--- config.mk ---
export PLATFORM = sky130hd
export DESIGN_NAME = tap_trim_ctrl
export DESIGN_NICKNAME = d
export VERILOG_FILES = /design/src/rtl/trim_pkg.sv /design/src/rtl/trim_edge.sv /design/src/rtl/trim_counter.sv /design/src/rtl/trim_store.sv /design/src/rtl/trim_decode.sv /design/src/rtl/tap_trim_ctrl.sv
export SDC_FILE = /design/constraint.sdc
export NUM_CORES = 1
export LEC_CHECK = 0
export ABC_AREA = 1
export BUFFER_PORTS_ARGS = -buffer_cell sky130_fd_sc_hd__buf_2
export CAP_MARGIN = 20
export CORE_UTILIZATION = 55
export CTS_CLUSTER_SIZE = 30
export DETAILED_ROUTE_END_ITERATION = 8
export PLACE_DENSITY = 0.8
export SETUP_SLACK_MARGIN = 0.5
export SLEW_MARGIN = 10
export SYNTH_ARGS = -nofsm -noshare
export SYNTH_HDL_FRONTEND = slang
export SYNTH_SLANG_ARGS = --single-unit
export TNS_END_PERCENT = 30
--- constraint.sdc ---
create_clock -name clk_i -period 2.42 [get_ports clk_i]
set_input_delay 0.484 -clock clk_i [delete_from_list [all_inputs] [get_ports clk_i]]
set_output_delay 0.484 -clock clk_i [all_outputs]
set_load 0.01 [all_outputs]
--- src/rtl/trim_pkg.sv ---
package trim_pkg;
  parameter int unsigned DEF_TAPS      = 32;
  parameter int unsigned DEF_STORE_CYC = 500000;  // 10 ms at 50 MHz

  typedef enum logic {DIR_DOWN = 1'b0, DIR_UP = 1'b1} dir_e;
endpackage

--- src/rtl/trim_edge.sv ---
module trim_edge (
  input  logic clk_i,
  input  logic rst_ni,
  input  logic sel_ni,
  input  logic step_ni,
  output logic step_fall_o,
  output logic sel_rise_o,
  output logic sel_q_o
);
  logic sel_q, step_q;

  always_ff @(posedge clk_i or negedge rst_ni) begin
    if (!rst_ni) begin
      sel_q  <= 1'b1;
      step_q <= 1'b1;
    end else begin
      sel_q  <= sel_ni;
      step_q <= step_ni;
    end
  end

  assign step_fall_o = step_q & ~step_ni;
  assign sel_rise_o  = ~sel_q & sel_ni;
  assign sel_q_o     = sel_q;
endmodule

--- src/rtl/trim_counter.sv ---
module trim_counter #(
  parameter int unsigned TAPS = trim_pkg::DEF_TAPS,
  localparam int unsigned W   = $clog2(TAPS)
) (
  input  logic         clk_i,
  input  logic         rst_ni,
  input  logic         move_i,
  input  trim_pkg::dir_e dir_i,
  input  logic         load_i,
  input  logic [W-1:0] load_val_i,
  output logic [W-1:0] idx_o
);
  localparam logic [W-1:0] MAX_IDX = W'(TAPS - 1);
  localparam logic [W-1:0] MID_IDX = W'(TAPS / 2);

  logic [W-1:0] idx_q, idx_d;

  always_comb begin
    idx_d = idx_q;
    if (load_i) idx_d = load_val_i;
    else if (move_i) begin
      if (dir_i == trim_pkg::DIR_UP) begin
        if (idx_q != MAX_IDX) idx_d = idx_q + 1'b1;
      end else begin
        if (idx_q != '0) idx_d = idx_q - 1'b1;
      end
    end
  end

  always_ff @(posedge clk_i or negedge rst_ni) begin
    if (!rst_ni) idx_q <= MID_IDX;
    else         idx_q <= idx_d;
  end

  assign idx_o = idx_q;

  assert_unit_step_R2: assert property (@(posedge clk_i) disable iff (!rst_ni)
    !load_i |=> (idx_q == $past(idx_q) || idx_q == $past(idx_q) + 1'b1 ||
                 idx_q == $past(idx_q) - 1'b1));
  assert_sat_top_R3: assert property (@(posedge clk_i) disable iff (!rst_ni)
    (idx_q == MAX_IDX && !load_i) |=> idx_q != '0);
  assert_sat_bot_R3: assert property (@(posedge clk_i) disable iff (!rst_ni)
    (idx_q == '0 && !load_i) |=> idx_q != MAX_IDX);
endmodule

--- src/rtl/trim_store.sv ---
module trim_store #(
  parameter int unsigned TAPS      = trim_pkg::DEF_TAPS,
  parameter int unsigned STORE_CYC = trim_pkg::DEF_STORE_CYC,
  localparam int unsigned W        = $clog2(TAPS),
  localparam int unsigned CW       = (STORE_CYC > 1) ? $clog2(STORE_CYC) : 1
) (
  input  logic         clk_i,
  input  logic         rst_ni,
  input  logic         store_i,
  input  logic [W-1:0] idx_i,
  output logic [W-1:0] nv_o,
  output logic         busy_o
);
  localparam logic [W-1:0]  MID_IDX = W'(TAPS / 2);
  localparam logic [CW-1:0] RELOAD  = CW'(STORE_CYC - 1);

  logic [W-1:0]  nv_q;
  logic [CW-1:0] cnt_q;
  logic          busy_q;

  always_ff @(posedge clk_i or negedge rst_ni) begin
    if (!rst_ni) begin
      nv_q   <= MID_IDX;
      cnt_q  <= '0;
      busy_q <= 1'b0;
    end else if (busy_q) begin
      if (cnt_q == '0) busy_q <= 1'b0;
      else             cnt_q  <= cnt_q - 1'b1;
    end else if (store_i) begin
      nv_q   <= idx_i;
      cnt_q  <= RELOAD;
      busy_q <= 1'b1;
    end
  end

  assign nv_o   = nv_q;
  assign busy_o = busy_q;

  assert_store_capture_R5: assert property (@(posedge clk_i) disable iff (!rst_ni)
    (store_i && !busy_q) |=> (busy_q && nv_q == $past(idx_i)));
  assert_busy_drop_R8: assert property (@(posedge clk_i) disable iff (!rst_ni)
    busy_q |=> $stable(nv_q));
endmodule

--- src/rtl/trim_decode.sv ---
module trim_decode #(
  parameter int unsigned TAPS = trim_pkg::DEF_TAPS,
  localparam int unsigned W   = $clog2(TAPS)
) (
  input  logic [W-1:0]    idx_i,
  output logic [TAPS-1:0] sel_o
);
  for (genvar g = 0; g < TAPS; g++) begin : g_tap
    assign sel_o[g] = (idx_i == W'(g));
  end
endmodule

--- src/rtl/tap_trim_ctrl.sv ---
module tap_trim_ctrl #(
  parameter int unsigned TAPS      = trim_pkg::DEF_TAPS,
  parameter int unsigned STORE_CYC = trim_pkg::DEF_STORE_CYC,
  localparam int unsigned W        = $clog2(TAPS)
) (
  input  logic            clk_i,
  input  logic            rst_ni,
  input  logic            sel_ni,
  input  logic            dir_up_i,
  input  logic            step_ni,
  input  logic            recall_i,
  output logic [W-1:0]    tap_idx_o,
  output logic [TAPS-1:0] tap_sel_o,
  output logic            busy_o,
  output logic            standby_o
);
  logic step_fall, sel_rise, sel_q;
  logic busy, move_en, store_en;
  logic [W-1:0] nv;
  trim_pkg::dir_e dir;

  trim_edge u_edge (
    .clk_i, .rst_ni, .sel_ni, .step_ni,
    .step_fall_o(step_fall), .sel_rise_o(sel_rise), .sel_q_o(sel_q)
  );

  assign dir      = dir_up_i ? trim_pkg::DIR_UP : trim_pkg::DIR_DOWN;
  assign move_en  = step_fall & ~sel_ni & ~busy;
  assign store_en = sel_rise & step_ni;  // strobe high at deselect => save

  trim_counter #(.TAPS(TAPS)) u_cnt (
    .clk_i, .rst_ni, .move_i(move_en), .dir_i(dir),
    .load_i(recall_i), .load_val_i(nv), .idx_o(tap_idx_o)
  );

  trim_store #(.TAPS(TAPS), .STORE_CYC(STORE_CYC)) u_store (
    .clk_i, .rst_ni, .store_i(store_en), .idx_i(tap_idx_o),
    .nv_o(nv), .busy_o(busy)
  );

  trim_decode #(.TAPS(TAPS)) u_dec (.idx_i(tap_idx_o), .sel_o(tap_sel_o));

  assign busy_o    = busy;
  assign standby_o = sel_q & ~busy;

  assert_deselected_hold_R1: assert property (@(posedge clk_i) disable iff (!rst_ni)
    (sel_ni && !recall_i) |=> $stable(tap_idx_o));
  assert_onehot_R4: assert property (@(posedge clk_i) disable iff (!rst_ni)
    $countones(tap_sel_o) == 1 && tap_sel_o[tap_idx_o]);
  assert_no_store_R6: assert property (@(posedge clk_i) disable iff (!rst_ni)
    (sel_rise && !step_ni && !busy) |=> ($stable(nv) && !busy));
  assert_busy_freeze_R8: assert property (@(posedge clk_i) disable iff (!rst_ni)
    (busy && !recall_i) |=> $stable(tap_idx_o));
endmodule

# Word level (Yosys, flattened, before mapping)
# Index checks and enable logic that the tools add are counted.
# op_classes
mux	12
n_bitwise	10
eq_ne	34
reduce_logical	9
add_sub_neg	3
order_cmp	0
div	0
multipliers	0
n_shift	0
# ops
operator	n
5-bit == test (second input constant)	16
19-bit two-way mux	3
5-bit by 4-bit == test with 1-bit output (second input constant)	8
5-bit two-way mux	5
5-bit by 3-bit == test with 1-bit output (second input constant)	4
19-bit zero test	1
19-bit by 1-bit subtractor with 19-bit output (second input constant)	1
5-bit by 2-bit == test with 1-bit output (second input constant)	2
1-bit bitwise AND	6
5-bit by 1-bit adder with 5-bit output (second input constant)	1
5-bit by 1-bit == test with 1-bit output (second input constant)	1
5-bit zero test	1
5-bit != test (second input constant)	1
5-bit nonzero test	1
5-bit by 1-bit subtractor with 5-bit output (second input constant)	1
1-bit two-way mux	4
1-bit inverter	4
2-bit AND reduction	2
2-bit nonzero test	2
3-bit by 2-bit != test with 1-bit output (second input constant)	1
3-bit AND reduction	1
3-bit nonzero test	1
2-bit != test (second input constant)	1
# word_totals
rom_bits	0
input_bits	6
n_memories	0
latchBits	0
output_inout_bits	39
register_bits	32
ram_bits	0
wordCells	74

# Logic depth before layout (Yosys ltp)
# depth
word_depth	6
ltp_mapped	10

# Cells and area by module
# Synthesis repeated with hierarchy kept, for this count alone.
# unflattened
hier_cells	345
area_unflattened_um2	2319.7
# by_module_without_submodules
mod	seq_area_each_um2	instances	area_per_inst_um2	cells_per_inst
trim_store	626.9	1	1487.7	200
trim_counter	126.4	1	461.7	67
trim_decode	0.0	1	269.0	65
trim_edge	52.6	1	72.6	6
tap_trim_ctrl	0.0	1	28.8	7

# Worst setup path after synthesis
# OpenSTA, ideal clock, no wires.
# synth_path
kind	reg2out
start	register u_cnt.idx_q[4], in the netlist u_cnt.idx_o[4]
end	output tap_sel_o[17]
slack_ps	569
arrival_time_ps	1367
path_stages_with_launch	5
t_required_ps	1936
path_buffers	2
cell_sequence	dfstp_2 > inv_1 > clkbuf_1 > clkbuf_1 > nor3_1
# synth_via
elab_chain_len	1
# synth_lines
element	line_no	text
from (decl)	trim_counter.sv:16	logic [W-1:0] idx_q, idx_d;
from (signal assigned)	trim_counter.sv:32	else idx_q <= idx_d;
5-bit == test	trim_decode.sv:9	assign sel_o[g] = (idx_i == W'(g));
to (decl)	tap_trim_ctrl.sv:13	output logic [TAPS-1:0] tap_sel_o,
# No other way between the ends.

# Final worst setup path
# Ends and elaborated chain as after synthesis.

==> key figures <==
STA
  – Worst-Margin Slew: 0.691 ns
  – Tcrit/Tclk final: 0.818
  – Fin. Hold Viols: 0
  – RSZ-0062 raised after global routing: true
  – Tmin final: around 2.0 ns
  – Slew HR: 0.540
  – Fin. max-slew vios: 0
  – Setup ws final: 0.441 ns
  – Post-Route Skew: 0.00542 ns
  – Fmax achieved: 505 MHz
  – Final setup fails: 0
  – Final setup TNS: 0 ns

Setup path
  – Critical Path AT: 1.49 ns
  – CP Capture Type: output pin
  – Critical path fanouts, max: 7
  – Required time worst endpoint: 1.94 ns
  – Critical path class: flip-flop to output pin
  – Crit start category: flip-flop

Synth
  – Mapped Cells: 335
  – Most common cell in the synthesized netlist: nand2_1
  – Largest cells by area after synthesis: dfrtp_1 31%, nand2_1 14%, nand3_1 8.6%
  – Synth unique cells: 27
  – Most frequent cells after synthesis: 84 x nand2_1, 48 x nor2_1, 39 x nand3_1
  – Top cell type's share of synthesized area: 0.308
  – Mapped Area: ~2300 µm²
  – Post-synth ARST share: 1.00
  – Mapped Nets: 348
  – Post-synth EDFFs: 0
  – Main synth FF type: dfrtp_1
  – Seq cells post-synth: 32
  – Seq/Total Area, Yosys: 0.354
  – Mean post-synth cell area: 6.80 µm²
  – Synth area leader: dfrtp_1
  – Yosys warnings: 0

GRT
  – Total GRT Usage: 0.283
  – Gr busiest metal: met2
  – Largest net degree at the start of global routing: 33
  – Total global routing overflow: 0
  – GR Util met3: 0.0500
  – Initial antenna violation count: 0
  – M2 GR Usage: 0.453
  – GR met1 Demand/Resource: 0.391
  – Vias in the first global route: 2112
  – First-pass GRT wire length: 9510 µm

Power
  – Peak VDD IR: 279 µV
  – Pwr dens: 467 nW/µm²
  – LEAKAGE: 1.46 nW

Floorplanning
  – Core ar.: 4000 µm²
  – # rows: 23
  – Ports: 45
  – Die area: 4400 µm²
  – Die X: 66.4 µm
  – Initial core utilization: 0.570
  – Die Ht: 66.4 µm

Clocking
  – Clk_lat worst skew: 0.29 ns
  – CTS tree: yes
  – Clock sink count: 32
  – Cell chosen for the clock root: clkbuf_8
  – CTS Buf Count: 5
  – Clock transition at path regs: 0.07 ns
  – Clk buf depth: 2
  – CTS H-tree lvls: 2

Detailed routing
  – First DRT Iteration DRCs: 165
  – WL/cell: 13.1 µm
  – DR vias/cell: 5.31
  – Drt pass-1 iters: 6
  – Number of remaining DRC errors: 2
  – DRT Wirelength: 5780 µm
  – Antenna Nets Post-Route: 0
  – Via count: around 2300

Run status
  – Failing checks: design-rule violations
  – Status: finished with violations

Placement
  – Port bufs: 44
  – Inst Count DP: 419
  – Place WS: between 0.5 and 0.6 ns
  – RD Place Congestion: 0.842
  – Post-DP HPWL: ~3700 µm

Hold path
  – Hold Crit Class: primary input to async pin

Finish
  – Area grow syn2layout: 26.4%
  – Filler cell count: approximately 300
  – Finished Layout Cells: 441
  – Fraction of layout cells with a size suffix above 1: 0.338
  – Layout Nets: a little over 400
  – Antenna cells: 0

Job
  – Max Cap Viol: 0
critical path, cell delays in order (launching register included):
cell and delay [ns]:
dfstp_4 0.69, clkinvlp_4 0.18, nor3_2 0.19, buf_2 0.15
worst paths after layout:
path                                   startpoint                 to  slack (ns)  depth (start not counted)
worst max-delay path               u_cnt.idx_o[4]      tap_sel_o[17]        0.44                          3
worst min-delay path                       rst_ni  u_store.cnt_q[10]        0.23                          1
worst max register to register   u_store.cnt_q[0]  u_store.cnt_q[15]        0.62                          9
worst min register to register  u_store.cnt_q[18]  u_store.cnt_q[18]        0.49                          2
max in group asynchronous                  rst_ni     u_cnt.idx_o[1]        1.70                          1
min in group clk_i                         sel_ni     u_edge.sel_q_o        0.32                          1
stage by stage:
step / total power [W] / area [µm²] / util / hold slack [ns]
5_1_grt: 0.00141 / 2880 / 0.720 / 0.305
2_1_floorplan: 0.000715 / 2280 / - / 0.188
3_5_place_dp: 0.000787 / 2510 / 0.628 / 0.467
4_1_cts: 0.00131 / 2810 / 0.701 / 0.268
3_3_place_gp: 0.000785 / 2510 / 0.628 / 0.457
6_report: 0.00135 / 2880 / 0.720 / 0.233
final cells by class:
cell class              count  area [µm²]  area share
multi-input cells         253        1400       0.487
flip-flops and latches     32         815       0.283
repair buffers             58         329       0.114
inverters                  38         159      0.0552
clock buffers               6        82.6      0.0287
well taps                  50        62.6      0.0217
clock inverters             2        15.0     0.00522
repair inverters            2        15.0     0.00522
logic make-up (layout without fill, tap and decap cells):
| logic type | after synthesis | count (layout) | share of synthesized area |
|---|---|---|---|
| buffers and inverters | 50 | 106 | 0.0912 |
| XOR/XNOR | 3 | 3 | 0.0115 |
| adder cells (fa/ha/maj) | 7 | 7 | 0.0384 |
| flip-flops | 32 | 32 | 0.354 |
| AND/OR/NAND/NOR | 215 | 215 | 0.431 |
| AO/OA/AOI/OAI | 28 | 28 | 0.0747 |
layer usage:
layer / share of wire / up-vias / routed length, µm
met5: 0 / - / 0
met4: 0.0050 / 0 / 29
met3: 0.040 / 4 / 232
met2: 0.48 / 63 / 2780
met1: 0.47 / 1093 / 2740
li1: - / 1182 / -
repair_timing:
action | in CTS | in global routing
hold buffers | 0 | 0
gates resized for setup | 29 | 18
gates cloned | 2 | 0
setup endpoints to repair | 28 | 30
setup buffers | 10 | 2
pin swaps | 5 | 3
cells in the final DEF, fill, tap and decap left out, drive strengths merged:
cell,count
nand3,41
dfrtp,28
inv,36
clkinv,1
ha,7
or2,1
dfstp,4
nor4,1
o21ai,25
nand4,6
xor2,3
a21oi,3
nand3b,3
nor2,57
clkinvlp,5
buf,58
nand2,92
clkbuf,6
nor3,14
state kept, by name, summed over array words and instances (netlist names):
register,flops
u_store.cnt_q,19
u_cnt.idx_o,5
u_store.nv_o,5
u_edge.sel_q_o,1
u_edge.step_q,1
u_store.busy_o,1
report_power, final:
group          switching [W]  total, W  internal, W
Combinational       0.000194  0.000313     0.000119
Clock               0.000215  0.000446     0.000230
Sequential         0.0000327  0.000587     0.000554
Total               0.000442   0.00135     0.000903
Note: power is estimated with default switching activity, not from simulation.
